## config.mk

```make
export PLATFORM = sky130hd
export DESIGN_NAME = mp_uart
export DESIGN_NICKNAME = d
export VERILOG_FILES = /design/src/rtl/mp_uart_pkg.sv /design/src/rtl/mp_uart_rx.sv /design/src/rtl/mp_uart_tx.sv /design/src/rtl/mp_uart_match.sv /design/src/rtl/mp_uart.sv
export SDC_FILE = /design/constraint.sdc
export NUM_CORES = 1
export LEC_CHECK = 0
export CAP_MARGIN = 20
export CORE_ASPECT_RATIO = 0.5
export CORE_MARGIN = 1.5
export CORE_UTILIZATION = 55
export DETAILED_ROUTE_END_ITERATION = 10
export GPL_ROUTABILITY_DRIVEN = 0
export HOLD_SLACK_MARGIN = 0.02
export PLACE_DENSITY = 0.78
export SLEW_MARGIN = 20
export SYNTH_ARGS = -nofsm -noshare
export SYNTH_HDL_FRONTEND = slang
export SYNTH_SLANG_ARGS = --single-unit
```

## constraint.sdc

```tcl
create_clock -name clk -period 2.96 [get_ports clk]
set_clock_uncertainty 0.2 [all_clocks]
set_input_delay 0.592 -clock clk [delete_from_list [all_inputs] [get_ports clk]]
set_output_delay 0.592 -clock clk [all_outputs]
set_load 0.01 [all_outputs]
```

## src/rtl/mp_uart_pkg.sv

```systemverilog
package mp_uart_pkg;
  typedef enum logic [1:0] {
    RG_DATA = 2'd0,
    RG_CTRL = 2'd1,
    RG_OWN  = 2'd2,
    RG_MASK = 2'd3
  } reg_sel_e;

  localparam int CB_RXF   = 0;
  localparam int CB_TXF   = 1;
  localparam int CB_FERR  = 2;
  localparam int CB_TXB9  = 3;
  localparam int CB_RXB9  = 4;
  localparam int CB_RXEN  = 5;
  localparam int CB_MODE9 = 6;
  localparam int CB_MPEN  = 7;

  typedef enum logic [1:0] {RX_IDLE, RX_START, RX_DATA, RX_STOP} rx_state_e;
  typedef enum logic [1:0] {TX_IDLE, TX_SHIFT, TX_STOP} tx_state_e;
endpackage

```

## src/rtl/mp_uart_rx.sv

```systemverilog
module mp_uart_rx
  import mp_uart_pkg::*;
#(
  parameter int OSR = 16,
  parameter int DW  = 8
) (
  input  logic          clk,
  input  logic          rst_n,
  input  logic          tick,
  input  logic          en,
  input  logic          mode9,
  input  logic          rxd,
  output logic          fire,
  output logic [DW-1:0] data,
  output logic          b9,
  output logic          stop_ok
);
  localparam int CW = $clog2(OSR);
  localparam int BW = $clog2(DW + 2);
  localparam logic [CW-1:0] S_A  = CW'(OSR / 2 - 1);
  localparam logic [CW-1:0] S_B  = CW'(OSR / 2);
  localparam logic [CW-1:0] S_C  = CW'(OSR / 2 + 1);
  localparam logic [CW-1:0] LAST = CW'(OSR - 1);

  logic [1:0]    sync_q;
  logic          line;
  rx_state_e     st_q;
  logic [CW-1:0] cnt_q;
  logic [BW-1:0] bit_q;
  logic [BW-1:0] bit_last;
  logic [1:0]    smp_q;
  logic          vote;
  logic [DW:0]   sh_q;

  assign line     = sync_q[1];
  assign vote     = (smp_q[0] & smp_q[1]) | (smp_q[0] & line) | (smp_q[1] & line);
  assign bit_last = mode9 ? BW'(DW) : BW'(DW - 1);

  always_ff @(posedge clk or negedge rst_n) begin
    if (!rst_n) sync_q <= 2'b11;
    else        sync_q <= {sync_q[0], rxd};
  end

  always_ff @(posedge clk or negedge rst_n) begin
    if (!rst_n) begin
      st_q    <= RX_IDLE;
      cnt_q   <= '0;
      bit_q   <= '0;
      smp_q   <= '0;
      sh_q    <= '0;
      fire    <= 1'b0;
      data    <= '0;
      b9      <= 1'b0;
      stop_ok <= 1'b0;
    end else begin
      fire <= 1'b0;
      if (tick) begin
        if (st_q == RX_IDLE) begin
          if (en && !line) begin
            st_q  <= RX_START;
            cnt_q <= '0;
          end
        end else begin
          cnt_q <= (cnt_q == LAST) ? '0 : cnt_q + 1'b1;
          if (cnt_q == S_A) smp_q[0] <= line;
          if (cnt_q == S_B) smp_q[1] <= line;
          unique case (st_q)
            RX_START: begin
              if (cnt_q == S_C && vote) st_q <= RX_IDLE;
              else if (cnt_q == LAST) begin
                st_q  <= RX_DATA;
                bit_q <= '0;
              end
            end
            RX_DATA: begin
              if (cnt_q == S_C) sh_q <= {vote, sh_q[DW:1]};
              if (cnt_q == LAST) begin
                if (bit_q == bit_last) st_q <= RX_STOP;
                else bit_q <= bit_q + 1'b1;
              end
            end
            RX_STOP: begin
              if (cnt_q == S_C) begin
                st_q    <= RX_IDLE;
                fire    <= 1'b1;
                stop_ok <= vote;
                if (mode9) begin
                  data <= sh_q[DW-1:0];
                  b9   <= sh_q[DW];
                end else begin
                  data <= sh_q[DW:1];
                  b9   <= vote;
                end
              end
            end
            default: st_q <= RX_IDLE;
          endcase
        end
      end
    end
  end
endmodule

```

## src/rtl/mp_uart_tx.sv

```systemverilog
module mp_uart_tx
  import mp_uart_pkg::*;
#(
  parameter int OSR = 16,
  parameter int DW  = 8
) (
  input  logic          clk,
  input  logic          rst_n,
  input  logic          tick,
  input  logic          start,
  input  logic [DW-1:0] data,
  input  logic          mode9,
  input  logic          b9,
  output logic          txd,
  output logic          busy,
  output logic          stop_begin
);
  localparam int CW = $clog2(OSR);
  localparam int BW = $clog2(DW + 2);
  localparam logic [CW-1:0] LAST = CW'(OSR - 1);

  tx_state_e     st_q;
  logic [CW-1:0] cnt_q;
  logic [BW-1:0] left_q;
  logic [DW:0]   sh_q;
  logic          bit_end;

  assign busy       = (st_q != TX_IDLE);
  assign bit_end    = tick && (cnt_q == LAST);
  assign stop_begin = (st_q == TX_SHIFT) && bit_end && (left_q == '0);

  always_ff @(posedge clk or negedge rst_n) begin
    if (!rst_n) begin
      st_q   <= TX_IDLE;
      cnt_q  <= '0;
      left_q <= '0;
      sh_q   <= '0;
      txd    <= 1'b1;
    end else begin
      if (busy && tick) cnt_q <= (cnt_q == LAST) ? '0 : cnt_q + 1'b1;
      unique case (st_q)
        TX_IDLE: begin
          if (start) begin
            st_q   <= TX_SHIFT;
            txd    <= 1'b0;
            cnt_q  <= '0;
            sh_q   <= {b9, data};
            left_q <= mode9 ? BW'(DW + 1) : BW'(DW);
          end
        end
        TX_SHIFT: begin
          if (bit_end) begin
            if (left_q == '0) begin
              st_q <= TX_STOP;
              txd  <= 1'b1;
            end else begin
              txd    <= sh_q[0];
              sh_q   <= {1'b0, sh_q[DW:1]};
              left_q <= left_q - 1'b1;
            end
          end
        end
        TX_STOP: if (bit_end) st_q <= TX_IDLE;
        default: st_q <= TX_IDLE;
      endcase
    end
  end
endmodule

```

## src/rtl/mp_uart_match.sv

```systemverilog
module mp_uart_match #(
  parameter int DW = 8
) (
  input  logic [DW-1:0] rx_byte,
  input  logic [DW-1:0] own,
  input  logic [DW-1:0] mask,
  input  logic          b9,
  input  logic          filter_on,
  output logic          accept
);
  logic own_hit;
  logic group_hit;

  assign own_hit   = ((rx_byte ^ own) & mask) == '0;
  assign group_hit = ((~rx_byte) & (own | mask)) == '0;
  assign accept    = !filter_on || (b9 && (own_hit || group_hit));
endmodule

```

## src/rtl/mp_uart.sv

```systemverilog
module mp_uart
  import mp_uart_pkg::*;
#(
  parameter int OSR = 16,
  parameter int DW  = 8
) (
  input  logic          clk,
  input  logic          rst_n,
  input  logic          baud_tick,
  input  logic          reg_wr,
  input  logic [1:0]    reg_addr,
  input  logic [DW-1:0] reg_wdata,
  output logic [DW-1:0] reg_rdata,
  input  logic          rxd,
  output logic          txd,
  output logic          rx_irq,
  output logic          tx_irq
);
  logic          rxf_q, txf_q, ferr_q, txb9_q, rxb9_q, rxen_q, mode9_q, mpen_q;
  logic [DW-1:0] rx_buf_q, own_q, mask_q;
  logic [DW-1:0] ctrl_rd;
  logic          wr_data, wr_ctrl;
  logic          tx_busy, tx_stop_begin, tx_go;
  logic          rx_fire, rx_b9, rx_stop, rx_accept, rx_take;
  logic [DW-1:0] rx_byte;

  assign wr_data = reg_wr && (reg_sel_e'(reg_addr) == RG_DATA);
  assign wr_ctrl = reg_wr && (reg_sel_e'(reg_addr) == RG_CTRL);
  assign tx_go   = wr_data && !tx_busy;
  assign rx_take = rx_fire && !rxf_q && rx_accept;

  mp_uart_tx #(.OSR(OSR), .DW(DW)) u_tx (
    .clk(clk), .rst_n(rst_n), .tick(baud_tick), .start(tx_go),
    .data(reg_wdata), .mode9(mode9_q), .b9(txb9_q),
    .txd(txd), .busy(tx_busy), .stop_begin(tx_stop_begin)
  );

  mp_uart_rx #(.OSR(OSR), .DW(DW)) u_rx (
    .clk(clk), .rst_n(rst_n), .tick(baud_tick), .en(rxen_q),
    .mode9(mode9_q), .rxd(rxd), .fire(rx_fire), .data(rx_byte),
    .b9(rx_b9), .stop_ok(rx_stop)
  );

  mp_uart_match #(.DW(DW)) u_match (
    .rx_byte(rx_byte), .own(own_q), .mask(mask_q), .b9(rx_b9),
    .filter_on(mode9_q && mpen_q), .accept(rx_accept)
  );

  always_ff @(posedge clk or negedge rst_n) begin
    if (!rst_n) begin
      rxf_q <= 1'b0; txf_q <= 1'b0; ferr_q <= 1'b0; txb9_q <= 1'b0;
      rxb9_q <= 1'b0; rxen_q <= 1'b0; mode9_q <= 1'b0; mpen_q <= 1'b0;
      rx_buf_q <= '0; own_q <= '0; mask_q <= '0;
    end else begin
      if (wr_ctrl) begin
        rxf_q   <= reg_wdata[CB_RXF];
        txf_q   <= reg_wdata[CB_TXF];
        ferr_q  <= reg_wdata[CB_FERR];
        txb9_q  <= reg_wdata[CB_TXB9];
        rxen_q  <= reg_wdata[CB_RXEN];
        mode9_q <= reg_wdata[CB_MODE9];
        mpen_q  <= reg_wdata[CB_MPEN];
      end
      if (reg_wr && reg_sel_e'(reg_addr) == RG_OWN)  own_q  <= reg_wdata;
      if (reg_wr && reg_sel_e'(reg_addr) == RG_MASK) mask_q <= reg_wdata;
      if (tx_stop_begin) txf_q <= 1'b1;
      if (rx_fire && !rx_stop) ferr_q <= 1'b1;
      if (rx_take) begin
        rxf_q    <= 1'b1;
        rx_buf_q <= rx_byte;
        rxb9_q   <= rx_b9;
      end
    end
  end

  always_comb begin
    ctrl_rd           = '0;
    ctrl_rd[CB_RXF]   = rxf_q;
    ctrl_rd[CB_TXF]   = txf_q;
    ctrl_rd[CB_FERR]  = ferr_q;
    ctrl_rd[CB_TXB9]  = txb9_q;
    ctrl_rd[CB_RXB9]  = rxb9_q;
    ctrl_rd[CB_RXEN]  = rxen_q;
    ctrl_rd[CB_MODE9] = mode9_q;
    ctrl_rd[CB_MPEN]  = mpen_q;
    unique case (reg_sel_e'(reg_addr))
      RG_DATA: reg_rdata = rx_buf_q;
      RG_CTRL: reg_rdata = ctrl_rd;
      RG_OWN:  reg_rdata = own_q;
      default: reg_rdata = mask_q;
    endcase
  end

  assign rx_irq = rxf_q;
  assign tx_irq = txf_q;
endmodule

```

### Word level (Yosys, flattened, before mapping)

Cells that the tools add are included.
Widths: inputs -> output; s select.

* equality and inequality tests: 28
* bitwise operators: 11
* mux-type cells: 52
* add/subtract/negate cells: 4
* reductions and logical operators: 45

Operator list (count)
* $mux 4: 15
* $mux 9: 3
* $pmux 8 s3: 1
* $mux 2: 11
* $pmux 9 s2: 1
* $and 8x8->8: 2
* $eq 4x4->1 const B: 4
* $logic_and 1x1->1: 16
* $logic_not 8->1: 2
* $pmux 4 s2: 2
* $reduce_and 4->1: 4
* $mux 1: 15
* $add 4x1->4 const B: 3
* $ne 2x2->1 const B: 6
* $pmux 2 s3: 2
* $reduce_bool 2->1: 6
* $eq 2x2->1 const B: 5
* $ne 3x1->1 const B: 3
* $reduce_and 3->1: 3
* $mux 8: 1
* $ne 2x1->1 const B: 4
* $not 8->8: 1
* $or 8x8->8: 1
* $xor 8x8->8: 1
* 16 further kinds: 28

* output and inout bits: 11
* bits in registers: 86
* input bits: 15
* word-level logic and storage cells: 167

### Longest topological paths before layout

* word-level depth: 8
* mapped depth: 8
* gate-level depth less buffers: 7

### By module

From an unflattened synthesis, not the netlist that was laid out.

* cell total of the unflattened synthesis: 380
* area, all modules: 4575.6 µm²

By module, submodules not included
* mp_uart_rx: instances 1, area an instance 1742.9 µm², cells an instance 145, sequential area each 853.3 µm²
* mp_uart: instances 1, area an instance 1526.5 µm², cells an instance 91, sequential area each 800.8 µm²
* mp_uart_tx: instances 1, area an instance 1118.6 µm², cells an instance 117, sequential area each 501.7 µm²
* mp_uart_match: instances 1, area an instance 187.7 µm², cells an instance 27, sequential area each 0.0 µm²

### Least setup slack after synthesis

OpenSTA, ideal clock, no wires.

* kind: input to output
* start point: input reg_addr[0]
* end point: output reg_rdata[0]
* setup slack: 0.781 ns
* buffers on the path: 1
* stages: 2
* required time: 2.168 ns
* data arrival time: 1.387 ns
* path through: buf_2 > mux4_2

* cells in the longest elaborated chain, start to end: 2
* elaborated cells between the ends (all ways): 4
* classes of those cells: 2 x eq/ne; 1 x mux; 1 x reduce/logical

Ends and longest elaborated chain
* start: declaration: RTL line mp_uart.sv:11 `input logic [1:0] reg_addr,`
* $eq 2x2->1, or another cell as far along: RTL line mp_uart.sv:86 `unique case (reg_sel_e'(reg_addr))`
* $pmux 8 s3 (*): RTL line mp_uart.sv:86
* end: declaration: RTL line mp_uart.sv:13 `output logic [DW-1:0] reg_rdata,`

Mark *: on every way between the ends. The rest lies on a longest branch, timed or not.

### Final worst setup path

* start point: input reg_addr[0]
* end point: output reg_rdata[6]

Same word-level chain as after synthesis.

==> summary.md <==
| Metric | Value |
|---|---|
| Fin crit share | `0.972` |
| Netlist Area Pre-Place | `4490 um^2` |
| Worst reg-to-reg path cell count | `8` |
| Yosys warns | `0` |
| Share of Yosys cell area claimed by the top area cell type | `0.463` |
| P per Cell Area | `708 nW/um^2` |
| Root Buffer | `clkbuf_16` |
| Total grt overflow | `0` |
| Final setup violation count | `0` |
| Util after Layout | `0.659` |
| Element type at the critical path end | `primary output` |
| RSZ-0062 raised after global routing | `false` |
| Critical Path Fanout Max | `14` |
| Leak | `0.00236 uW` |
| Core ar. | `7940 um^2` |
| Post-synth top cells | `dfrtp_1 (83), nand2_1 (53), mux2_2 (32)` |
| Die Wd | `131 um` |
| Synth Area per Inst | `10.8 um^2` |
| Share of cells above drive strength 1 | `0.192` |
| Nets@finish | `475` |
| Clk buf depth | `2` |
| Sequential-to-total area share from yosys stat | `0.480` |
| Buffers on Ports | `25` |
| Placed cell area | `4910 um^2` |
| Power Total | `3710 uW` |
| Pins Over Slew Limit | `0` |
| Synth area leader | `dfrtp_1` |
| Largest net degree at the start of global routing | `39` |
| Peak VDD IR | `0.000390 V` |
| # DRC | `0` |
| Row count | `23` |
| Hold Path Class | `flop to flop` |
| GR met3 Demand/Resource | `0.0835` |
| WL per Instance | `17.9 um` |
| Critical path type | `input port to primary output` |
| Vias/cell | `5.98` |
| Net Count, Synth | `442` |
| Most frequent cell after synthesis | `dfrtp_1` |
| WHS Path Cells | `0` |
| Yosys cell types | `52` |
| Initial antenna violation count | `0` |
| TritonCTS buffer count | `9` |
| Status | `finished clean` |
| First-pass GRT wire length | `16500 um` |
| Die Footprint | `8740 um^2` |
| Worst EP arrival | `2.08 ns` |
| Cell area after layout | `5240 um^2` |
| H-tree depth | `3` |
| Detail Placement HPWL | `6840 um` |
| Yosys reg bits | `86` |
| Post-route ant nets | `0` |
| Main synth FF type | `dfrtp_1` |
| GR peak layer | `met2` |
| GR Util met2 | `0.396` |
| Met1 usage in global routing | `0.351` |
| Clock Pin Slew Worst Setup and Hold Paths | `0.06 ns` |
| Num ports | `26` |
| Final hold vios | `0` |
| Asr flop ratio synth | `1.00` |
| Starting DRT DRC Count | `284` |
| Total track usage | `0.257` |
| FMAX | `348 MHz` |
| Slew HR | `0.554` |
| Die height | `66.9 um` |
| Clk sinks | `86` |
| Vias | `3374` |
| Critical Path Source Type | `input port` |
| CTS tree | `done` |
| Total Wirelength | `10100 um` |
| Post-synth EDFFs | `0` |
| # Max-Cap Violations | `0` |
| Minimum clock period | `2.88 ns` |
| Vias in the first global route | `3268` |
| Worst-Margin Slew | `0.667 ns` |
| Clk_lat worst skew | `0.34 ns` |
| Ant diodes | `0` |
| Area growth, synth to finish | `16.7%` |
| Post-Syn Instances | `415` |
| First-pass DRT Iterations | `4` |
| Top cells by area, synth | `dfrtp_1 (46%), mux2_2 (8.0%), nand2_1 (4.4%)` |
| Data required, critical path | `2.17 ns` |
| Initial core utilization | `0.565` |
-- cell usage in the layout, fill, tap and decap left out, types with 3 or more instances in the layout --
| cell | n |
|---|---|
| dfrtp_1 | 83 |
| nand2_1 | 53 |
| mux2_2 | 32 |
| nor2_1 | 26 |
| o21ai_0 | 24 |
| clkdlybuf4s50_1 | 16 |
| inv_1 | 15 |
| mux2i_1 | 14 |
| a22oi_1 | 13 |
| a31oi_1 | 13 |
| nand3_1 | 12 |
| ha_1 | 12 |
| buf_4 | 12 |
| nand4_1 | 11 |
| xor2_1 | 9 |
| o211ai_2 | 9 |
| clkbuf_16 | 9 |
| mux4_2 | 8 |
| dlygate4sd2_1 | 8 |
| nor3_1 | 5 |
| nand2b_1 | 4 |
| o21bai_1 | 4 |
| nand3b_1 | 3 |
| and3_1 | 3 |
| and2_1 | 3 |
| o22ai_1 | 3 |
| nor3b_1 | 3 |
| dfstp_2 | 3 |
-- flip-flops by register name, indices dropped and copies added, names as in the netlist, 8 cells and up --
| register | count |
|---|---|
| u_rx.sh_q | 9 |
| own_q | 8 |
| u_tx.sh_q | 9 |
| rx_buf_q | 8 |
| u_rx.data | 8 |
| mask_q | 8 |
-- logic make-up after synthesis --
logic type / after synthesis / share of synthesized area
compound gates: 83 / 0.132
xor+xnor: 11 / 0.0215
fa+ha+maj: 13 / 0.0357
buf+inv: 32 / 0.0312
flops: 86 / 0.480
mux: 54 / 0.152
simple gates: 136 / 0.147
-- timing repair --
item                                    in CTS  in global routing
endpoints found under the setup margin       8                  0
gates resized for setup                      8                  0
hold endpoints to repair                    20                  0
buffers inserted                             0                  0
hold buffers                                 1                  0
-- cell type report --
| cell class | count | area (um^2) |
|---|---|---|
| multi-input cells | 297 | 2190 |
| fillers | 619 | 2710 |
| flip-flops and latches | 86 | 2160 |
| inverters | 15 | 56.3 |
| repair buffers | 39 | 370 |
| well taps | 112 | 140 |
| clock buffers | 11 | 253 |
| clock inverters | 4 | 70.1 |
-- metal layers --
layer  vias to the layer above  wire length, um
met5                         -                0
met3                         7              550
met1                      1691             4730
met4                         0               95
met2                        99             4700
li1                       1577                -
-- worst max-delay path: stages --
cell	delay, ns
clkdlybuf4s50_1	0.50
buf_12	0.17
mux4_2	0.52
dlygate4sd2_1	0.30
-- path summary, 6_finish.rpt --
path,slack (ns),to,from
setup / recovery,0.08,reg_rdata[6],reg_addr[0]
hold / removal,0.16,u_rx.sync_q[1],u_rx.sync_q[0]
setup reg to reg,0.75,u_tx.left_q[0],u_tx.left_q[0]
hold reg to reg,0.16,u_rx.sync_q[1],u_rx.sync_q[0]
max in group asynchronous,1.31,u_rx.sync_q[0],rst_n
min in group asynchronous,0.53,own_q[1],rst_n
-- power breakdown --
group	switching, uW	leakage (uW)	total, uW	internal [uW]
Sequential	208	0.00109	1620	1410
Clock	451	0.000161	1230	777
Combinational	456	0.00111	862	406
Total	1120	0.00236	3710	2590
-- per-stage QoR --
step	setup WS [ns]	setup TNS [ns]	hold WS (ns)	cells
after global routing	0.0400	0	0.165	564
after CTS	0.0718	0	0.155	564
after detailed placement	-0.114	-0.738	0.147	548
after global placement	-0.111	-0.663	0.146	548
after floorplan	0.781	0	0.0964	415
final	0.0842	0	0.155	564
No activity file was read; power rests on OpenSTA's default activity.
